$ cat src/rtl/ring_agu_pkg.sv
package ring_agu_pkg;

  typedef struct packed {
    logic latchReq;   // capture direction, channel and length
    logic loadPtr;    // load the effective pointer into the walker
    logic advance;    // a burst was taken by the consumer
    logic writeBack;  // store the walker pointer into the channel
  } agu_strobe_t;

  typedef enum logic [1:0] {
    ST_IDLE  = 2'd0,
    ST_CHECK = 2'd1,
    ST_BURST = 2'd2,
    ST_WB    = 2'd3
  } agu_state_t;

  localparam logic [1:0] WSEL_START = 2'd1;
  localparam logic [1:0] WSEL_LIMIT = 2'd2;
  localparam logic [1:0] WSEL_PTR   = 2'd3;

endpackage

$ cat src/rtl/ring_agu_datapath.sv
module ring_agu_datapath
  import ring_agu_pkg::*;
#(
  parameter int ADDR_W  = 24,
  parameter int LEN_W   = 16,
  parameter int RA_W    = 8,
  parameter int N_OUT   = 4,
  parameter int N_IN    = 2,
  parameter int OUT_GRP = 32'h20,
  parameter int IN_GRP  = 32'h60,
  localparam int NCH    = N_OUT + N_IN,
  localparam int CH_W   = $clog2(NCH)
) (
  input  logic              clk,
  input  logic              rstN,
  input  agu_strobe_t       strobe,
  input  logic              reqDir,
  input  logic [CH_W-1:0]   reqChan,
  input  logic [LEN_W-1:0]  reqLen,
  input  logic [RA_W-1:0]   regAddr,
  input  logic              regWe,
  input  logic [31:0]       regWrData,
  output logic [31:0]       regRdData,
  input  logic              burstLive,
  output logic              chanBad,
  output logic              ptrBad,
  output logic              remZero,
  output logic              lastBurst,
  output logic [ADDR_W-1:0] burstAddr,
  output logic [LEN_W-1:0]  burstLen
);

  localparam int START_LSB = 8;
  localparam int PTR_LSB   = 2;
  localparam int CMP_W     = (ADDR_W > LEN_W) ? ADDR_W : LEN_W;

  logic [31:0]      startArr [NCH];
  logic [31:0]      limitArr [NCH];
  logic [31:0]      ptrArr   [NCH];
  logic [NCH-1:0]   chanHit;
  logic [1:0]       wordIdx;
  logic             aligned;

  logic             latDir;
  logic [CH_W-1:0]  latChan;
  logic [LEN_W-1:0] rem;
  logic [ADDR_W-1:0] ptr;

  logic [CH_W-1:0]   selIdx, safeIdx;
  logic [ADDR_W-1:0] startSel, limitSel, ptrSel, effPtr, span, nextPtr;
  logic [CMP_W-1:0]  spanX, remX, minX;

  assign wordIdx = regAddr[3:2];
  assign aligned = (regAddr[1:0] == 2'b00);

  // per-channel register groups
  for (genvar c = 0; c < NCH; c++) begin : g_chan
    localparam int GRP_I = (c < N_OUT) ? OUT_GRP + 16 * c : IN_GRP + 16 * (c - N_OUT);
    localparam logic [RA_W-1:0] GRP_V = RA_W'(GRP_I);
    logic [31:0] startQ, limitQ, ptrQ;
    logic        swStart, swLimit, swPtr, wbHit;

    assign chanHit[c] = aligned && (regAddr[RA_W-1:4] == GRP_V[RA_W-1:4]);
    assign swStart = regWe && chanHit[c] && (wordIdx == WSEL_START);
    assign swLimit = regWe && chanHit[c] && (wordIdx == WSEL_LIMIT);
    assign swPtr   = regWe && chanHit[c] && (wordIdx == WSEL_PTR);
    assign wbHit   = strobe.writeBack && (safeIdx == CH_W'(c));

    always_ff @(posedge clk or negedge rstN) begin
      if (!rstN) begin
        startQ <= '0;
        limitQ <= '0;
        ptrQ   <= '0;
      end else begin
        if (swStart) startQ <= regWrData;
        if (swLimit) limitQ <= regWrData;
        if (swPtr) begin
          ptrQ <= regWrData;
        end else if (wbHit) begin
          ptrQ[ADDR_W-1:PTR_LSB] <= ptr[ADDR_W-1:PTR_LSB];
        end
      end
    end

    assign startArr[c] = startQ;
    assign limitArr[c] = limitQ;
    assign ptrArr[c]   = ptrQ;
  end

  always_comb begin
    regRdData = '0;
    for (int c = 0; c < NCH; c++) begin
      if (chanHit[c]) begin
        case (wordIdx)
          WSEL_START: regRdData = startArr[c];
          WSEL_LIMIT: regRdData = limitArr[c];
          WSEL_PTR:   regRdData = ptrArr[c];
          default:    regRdData = '0;
        endcase
      end
    end
  end

  // request capture and walker
  always_ff @(posedge clk or negedge rstN) begin
    if (!rstN) begin
      latDir  <= 1'b0;
      latChan <= '0;
      rem     <= '0;
      ptr     <= '0;
    end else begin
      if (strobe.latchReq) begin
        latDir  <= reqDir;
        latChan <= reqChan;
        rem     <= reqLen;
      end
      if (strobe.loadPtr) begin
        ptr <= effPtr;
      end else if (strobe.advance) begin
        ptr <= nextPtr;
        rem <= rem - burstLen;
      end
    end
  end

  assign chanBad = latDir ? (latChan >= CH_W'(N_OUT)) : (latChan >= CH_W'(N_IN));
  assign selIdx  = latDir ? latChan : latChan + CH_W'(N_OUT);
  assign safeIdx = chanBad ? '0 : selIdx;

  assign startSel = {startArr[safeIdx][ADDR_W-1:START_LSB], {START_LSB{1'b0}}};
  assign limitSel = {limitArr[safeIdx][ADDR_W-1:START_LSB], {START_LSB{1'b0}}};
  assign ptrSel   = {ptrArr[safeIdx][ADDR_W-1:PTR_LSB], {PTR_LSB{1'b0}}};
  assign effPtr   = (ptrSel < startSel) ? startSel : ptrSel;
  assign ptrBad   = (effPtr >= limitSel);

  assign span      = limitSel - ptr;
  assign spanX     = CMP_W'(span);
  assign remX      = CMP_W'(rem);
  assign minX      = (remX < spanX) ? remX : spanX;
  assign burstLen  = LEN_W'(minX);
  assign burstAddr = ptr;
  assign remZero   = (rem == '0);
  assign lastBurst = (burstLen == rem);
  assign nextPtr   = ((ptr + ADDR_W'(burstLen)) == limitSel) ? startSel
                                                             : ptr + ADDR_W'(burstLen);

  AST_BURST_IN_RING: assert property (@(posedge clk) disable iff (!rstN)
    burstLive |-> (burstAddr >= startSel) && ((burstAddr + ADDR_W'(burstLen)) <= limitSel));
  AST_BURST_NONZERO: assert property (@(posedge clk) disable iff (!rstN)
    burstLive |-> (burstLen != '0));
  AST_CLAMP_TO_START: assert property (@(posedge clk) disable iff (!rstN)
    strobe.loadPtr |=> (burstAddr >= $past(startSel)));
  AST_WRAP_TO_START: assert property (@(posedge clk) disable iff (!rstN)
    strobe.advance && burstLive && !lastBurst |=> (burstAddr < limitSel));

endmodule

$ cat src/rtl/ring_agu_control.sv
module ring_agu_control
  import ring_agu_pkg::*;
(
  input  logic        clk,
  input  logic        rstN,
  input  logic        reqValid,
  output logic        reqReady,
  input  logic        burstReady,
  output logic        burstValid,
  input  logic        chanBad,
  input  logic        ptrBad,
  input  logic        remZero,
  input  logic        lastBurst,
  output agu_strobe_t strobe,
  output logic        xferDone,
  output logic        xferErr
);

  agu_state_t state, stateNext;
  logic       rejectNow;

  assign reqReady   = (state == ST_IDLE);
  assign burstValid = (state == ST_BURST) && !remZero;
  assign rejectNow  = (state == ST_CHECK) && (chanBad || ptrBad);

  always_comb begin
    strobe           = '0;
    stateNext        = state;
    strobe.latchReq  = (state == ST_IDLE) && reqValid;
    strobe.advance   = burstValid && burstReady;
    strobe.writeBack = (state == ST_WB);
    case (state)
      ST_IDLE:  if (reqValid) stateNext = ST_CHECK;
      ST_CHECK: begin
        if (chanBad || ptrBad) begin
          stateNext = ST_IDLE;
        end else begin
          strobe.loadPtr = 1'b1;
          stateNext      = ST_BURST;
        end
      end
      ST_BURST: begin
        if (remZero) stateNext = ST_WB;
        else if (strobe.advance && lastBurst) stateNext = ST_WB;
      end
      ST_WB:    stateNext = ST_IDLE;
      default:  stateNext = ST_IDLE;
    endcase
  end

  always_ff @(posedge clk or negedge rstN) begin
    if (!rstN) begin
      state    <= ST_IDLE;
      xferDone <= 1'b0;
      xferErr  <= 1'b0;
    end else begin
      state    <= stateNext;
      xferDone <= (state == ST_WB);
      xferErr  <= rejectNow;
    end
  end

  AST_HOLD_BURST: assert property (@(posedge clk) disable iff (!rstN)
    burstValid && !burstReady |=> burstValid);
  AST_READY_ONLY_IDLE: assert property (@(posedge clk) disable iff (!rstN)
    reqReady |-> !burstValid);
  AST_BUSY_AFTER_ACCEPT: assert property (@(posedge clk) disable iff (!rstN)
    reqValid && reqReady |=> !reqReady);
  AST_ERR_NO_BURST: assert property (@(posedge clk) disable iff (!rstN)
    xferErr |-> !$past(burstValid) && !xferDone);

endmodule

$ cat src/rtl/ring_burst_agu.sv
module ring_burst_agu
  import ring_agu_pkg::*;
#(
  parameter int ADDR_W = 24,
  parameter int LEN_W  = 16,
  parameter int RA_W   = 8,
  parameter int N_OUT  = 4,
  parameter int N_IN   = 2,
  localparam int CH_W  = $clog2(N_OUT + N_IN)
) (
  input  logic              clk,
  input  logic              rstN,
  input  logic [RA_W-1:0]   regAddr,
  input  logic              regWe,
  input  logic [31:0]       regWrData,
  output logic [31:0]       regRdData,
  input  logic              reqValid,
  output logic              reqReady,
  input  logic              reqDir,
  input  logic [CH_W-1:0]   reqChan,
  input  logic [LEN_W-1:0]  reqLen,
  output logic              burstValid,
  input  logic              burstReady,
  output logic [ADDR_W-1:0] burstAddr,
  output logic [LEN_W-1:0]  burstLen,
  output logic              xferDone,
  output logic              xferErr
);

  agu_strobe_t strobe;
  logic        chanBad, ptrBad, remZero, lastBurst;

  ring_agu_control u_ctrl (
    .clk        (clk),
    .rstN       (rstN),
    .reqValid   (reqValid),
    .reqReady   (reqReady),
    .burstReady (burstReady),
    .burstValid (burstValid),
    .chanBad    (chanBad),
    .ptrBad     (ptrBad),
    .remZero    (remZero),
    .lastBurst  (lastBurst),
    .strobe     (strobe),
    .xferDone   (xferDone),
    .xferErr    (xferErr)
  );

  ring_agu_datapath #(
    .ADDR_W (ADDR_W),
    .LEN_W  (LEN_W),
    .RA_W   (RA_W),
    .N_OUT  (N_OUT),
    .N_IN   (N_IN)
  ) u_dp (
    .clk       (clk),
    .rstN      (rstN),
    .strobe    (strobe),
    .reqDir    (reqDir),
    .reqChan   (reqChan),
    .reqLen    (reqLen),
    .regAddr   (regAddr),
    .regWe     (regWe),
    .regWrData (regWrData),
    .regRdData (regRdData),
    .burstLive (burstValid),
    .chanBad   (chanBad),
    .ptrBad    (ptrBad),
    .remZero   (remZero),
    .lastBurst (lastBurst),
    .burstAddr (burstAddr),
    .burstLen  (burstLen)
  );

endmodule

$ cat config.mk
export PLATFORM = sky130hd
export DESIGN_NAME = ring_burst_agu
export DESIGN_NICKNAME = d
export VERILOG_FILES = /design/src/rtl/ring_agu_pkg.sv /design/src/rtl/ring_agu_datapath.sv /design/src/rtl/ring_agu_control.sv /design/src/rtl/ring_burst_agu.sv
export SDC_FILE = /design/constraint.sdc
export NUM_CORES = 2
export LEC_CHECK = 0
export BUFFER_PORTS_ARGS = -buffer_cell sky130_fd_sc_hd__buf_2
export CORE_AREA = 2 2 259 261
export CTS_CLUSTER_DIAMETER = 100
export DETAILED_ROUTE_END_ITERATION = 12
export DIE_AREA = 0 0 261 263
export PLACE_DENSITY_LB_ADDON = 0.25
export SLEW_MARGIN = 20
export SYNTH_ARGS = -nofsm -noshare
export SYNTH_HDL_FRONTEND = slang
export SYNTH_SLANG_ARGS = --single-unit
$ cat constraint.sdc
create_clock -name clk -period 9.2 [get_ports clk]
set_input_delay 0.92 -clock clk [delete_from_list [all_inputs] [get_ports clk]]
set_output_delay 0.92 -clock clk [all_outputs]
set_load 0.02 [all_outputs]
==> metrics.md <==
| Metric | Value |
|---|---|
| Startpoint Class | flop |
| P_leak | 0.0192 uW |
| Worst path slowest cell | or4_4 |
| Synthesized flop and latch total | 624 |
| Largest net degree at the start of global routing | 182 |
| MaxCap Viol Count | 0 |
| Worst setup EP type | flop |
| CP Data Arrival Time | 9.30 ns |
| Total grt overflow | 0 |
| Die height | 263 microns |
| Largest family of logic cells by synthesized area | multiplexers |
| Slew HR | 20.1% |
| Total GRT Usage | 37.8% |
| Routed len/inst | 29.5 microns |
| Initial core utilization | 56.7% |
| Async S/R FF share, synth | 100% |
| Synthesized cell area | 0.0372 sq mm |
| Root Buffer | clkbuf_16 |
| FF-to-FF Start | u_dp.latChan[1]$_DFFE_PN0P_ |
| Synth warn | 0 |
| Cell Area, Placed | 0.0387 sq mm |
| HP Class | in -> async |
| Hold buffers post-CTS | 0 |
| Post-synthesis xor/xnor area fraction | 1.41% |
| Final Max Tran Viols | 0 |
| Number of global-route vias before repair | 31400 |
| Final Hold Fails | 0 |
| R2r endpoint | u_dp.burstAddr[19]$_DFFE_PN0P_ |
| Distinct cells, synth | 88 |
| Fin crit share | 95.8% |
| Post-synthesis mux area share | 23.6% |
| CP required | 9.69 ns |
| Vias per Instance | 7.00 |
| IO Port Bufs | 140 |
| Total wire length | 132 mm |
| Reg2reg path depth | 33 |
| Commonest non-fill, non-tap cells in the layout | 654 x mux2_2, 621 x dfrtp_1, 214 x a22oi_1, 184 x nand2_1, 180 x nor2_1 |
| Post-synthesis cell count | 3549 |
| Peak Freq | 0.113 GHz |
| Tmin final | 8.81 ns |
| Hold Worst Slack | 0.300 ns |
| Via count | 31300 |
| IO Pins | 141 |
| Fin nets | 3714 |
| Max stage delay on crit path | 0.63 ns |
| CTS tree | yes |
| Peak supply drop | 203 uV |
| Outcome | completed |
| Post-route cell area | 0.0412 sq mm |
| Area grow syn2layout | 10.8% |
| Sequential share of the synthesized area | 42.0% |
| GPL Wtd Cong | 0.964 |
| Pre-antenna DRT Iters | 6 |
| Die width | 261 microns |
| Core Box Area | 0.0656 sq mm |
| Clock Path Buffers | 3 |
| Worst-path clk slew | 0.06 ns |
| Post-Route Utilization | 62.8% |
| Avg Inst Size Synth | 10.5 sq um |
| Initial antenna violation count | 5 |
| R2r setup slk | 0.39 ns |
| Initial DRC Count | 3880 |
| EDFF count, synth | 0 |
| Layout cells sized above 1 | 30.5% |
| Placed Cells | 4337 |
| Synth Area in Compound Gates | 17.6% |
| Clk_lat worst skew | 0.62 ns |
| Commonest non-fill, non-tap cell in the layout | mux2_2 |
| Final worst clock skew | 0.0292 ns |
| Worst-Margin Slew | 1.20 ns |
| Pwr/cell area | 337 mW/mm^2 |
| Tot Pwr | 13900 uW |
| Synth Flop Type | dfrtp_1 |
| Die area | 0.0686 sq mm |
| # setup viols final | 0 |
| Rows | 94 |
| DRC viols | 0 |
| WS Path Type | reg -> reg |
| Final Non-Filler Cells | 4475 |
| First-pass GRT wire length | 196 mm |
| CP Max Fanout | 21 |
| Total CTS buffers | 69 |
| Clock sinks | 624 |
| Antenna Nets Post-Route | 0 |
| Synth Area in Simple Gates | 7.50% |
| Depth of the CTS H-tree | 3 |
| Syn nets | 3710 |
| Post-synthesis adder-cell area fraction | 3.27% |
| DP Wirelength | 84.2 mm |
worst max path at each step:
stage / start / end / slack (ns) / depth (start not counted)
2_1_floorplan: u_dp.latChan[1]$_DFFE_PN0P_ / u_dp.burstAddr[10]$_DFFE_PN0P_ / 0.40 / 37
3_3_place_gp: u_dp.latChan[1]$_DFFE_PN0P_ / u_dp.burstAddr[8]$_DFFE_PN0P_ / 0.14 / 34
3_5_place_dp: u_dp.latChan[1]$_DFFE_PN0P_ / u_dp.burstAddr[19]$_DFFE_PN0P_ / -0.19 / 33
4_1_cts: u_dp.latChan[1]$_DFFE_PN0P_ / u_dp.burstAddr[19]$_DFFE_PN0P_ / 0.009 / 34
5_1_grt: u_dp.latChan[0]$_DFFE_PN0P_ / u_dp.burstAddr[19]$_DFFE_PN0P_ / -0.11 / 36
6_report: u_dp.latChan[1]$_DFFE_PN0P_ / u_dp.burstAddr[19]$_DFFE_PN0P_ / 0.39 / 33
kinds of logic (layout without fill, tap and decap cells):
kind of cell               after synthesis  after routing
other                                    0              3
DFF                                    624            624
AOI/OAI and AO/OA                      939            939
buffers and inverters                  444            502
muxes                                  794            794
xor gates and xnor gates                60             60
adders and majority gates               96             96
and+or+nand+nor                        592            593
cell type report:
type                    count  area, sq um
diodes                      3         7.51
clock buffers             110         2060
clock inverters            16          209
fillers                  5204        24400
inverters                 115          432
multi-input cells        2482        20100
flip-flops and latches    624        15600
well taps                 864         1080
repair buffers            261         1690
metrics by stage:
step / worst slack [ns] / TNS, ns
after floorplan: 0.400 / 0
after global placement: 0.137 / 0
after detailed placement: -0.187 / -1.91
after CTS: 0.00917 / 0
after global routing: -0.108 / -0.298
final: 0.389 / 0
registers in the layout, summed over array words and instances (netlist names), named ones only:
signal and count:
u_dp.g_chan.limitQ 192, u_dp.rem 16, u_dp.latChan 3, u_ctrl.xferDone 1, u_ctrl.state 1, u_dp.burstAddr 24
u_dp.g_chan.ptrQ 192, u_ctrl.xferErr 1, u_dp.g_chan.startQ 192, u_dp.latDir 1
Yosys cell counts (46+ instances only):
library cell	n	share of area, %
o21ai_0	143	1.9
ha_1	94	3.2
nand2_1	196	2.0
mux2_2	654	20
nor2_1	185	1.9
a21o_1	46	0.93
dfrtp_1	624	42
buf_1	50	0.50
clkbuf_1	242	2.4
a21oi_1	140	1.9
inv_1	114	1.1
a22oi_1	214	4.3
o22ai_1	114	1.9
mux2i_1	140	3.8
report_power, final:
group	leakage [uW]	switching [uW]	internal, uW
logic	0.00990	4460	2870
clock network	0.00111	1170	1660
registers	0.00816	588	3160
metal layers:
layer  track usage, %  vias up  routed length, microns
met4             20.3        8                    7300
met5                0        -                      53
met1             49.7    15700                   51200
li1                 -    13200                       -
met3             9.42      470                   13900
met2             57.5     1918                   59600
critical path: cells and delay by family (launching register included):
family / cells / cell delay [ns]
simple gates: 11 / 3.31
buf+inv: 6 / 0.86
flops: 1 / 0.48
compound gates: 9 / 1.94
xor+xnor: 3 / 0.61
fa+ha+maj: 4 / 1.47
timing repair:
| action | CTS | global route |
|---|---|---|
| gates resized for setup | 2 | 31 |
| pin swaps | 0 | 6 |
| setup buffers | 0 | 7 |
| setup endpoints to repair | 19 | 22 |
| cloned | 0 | 1 |
Power figures use the tool's default switching activity.
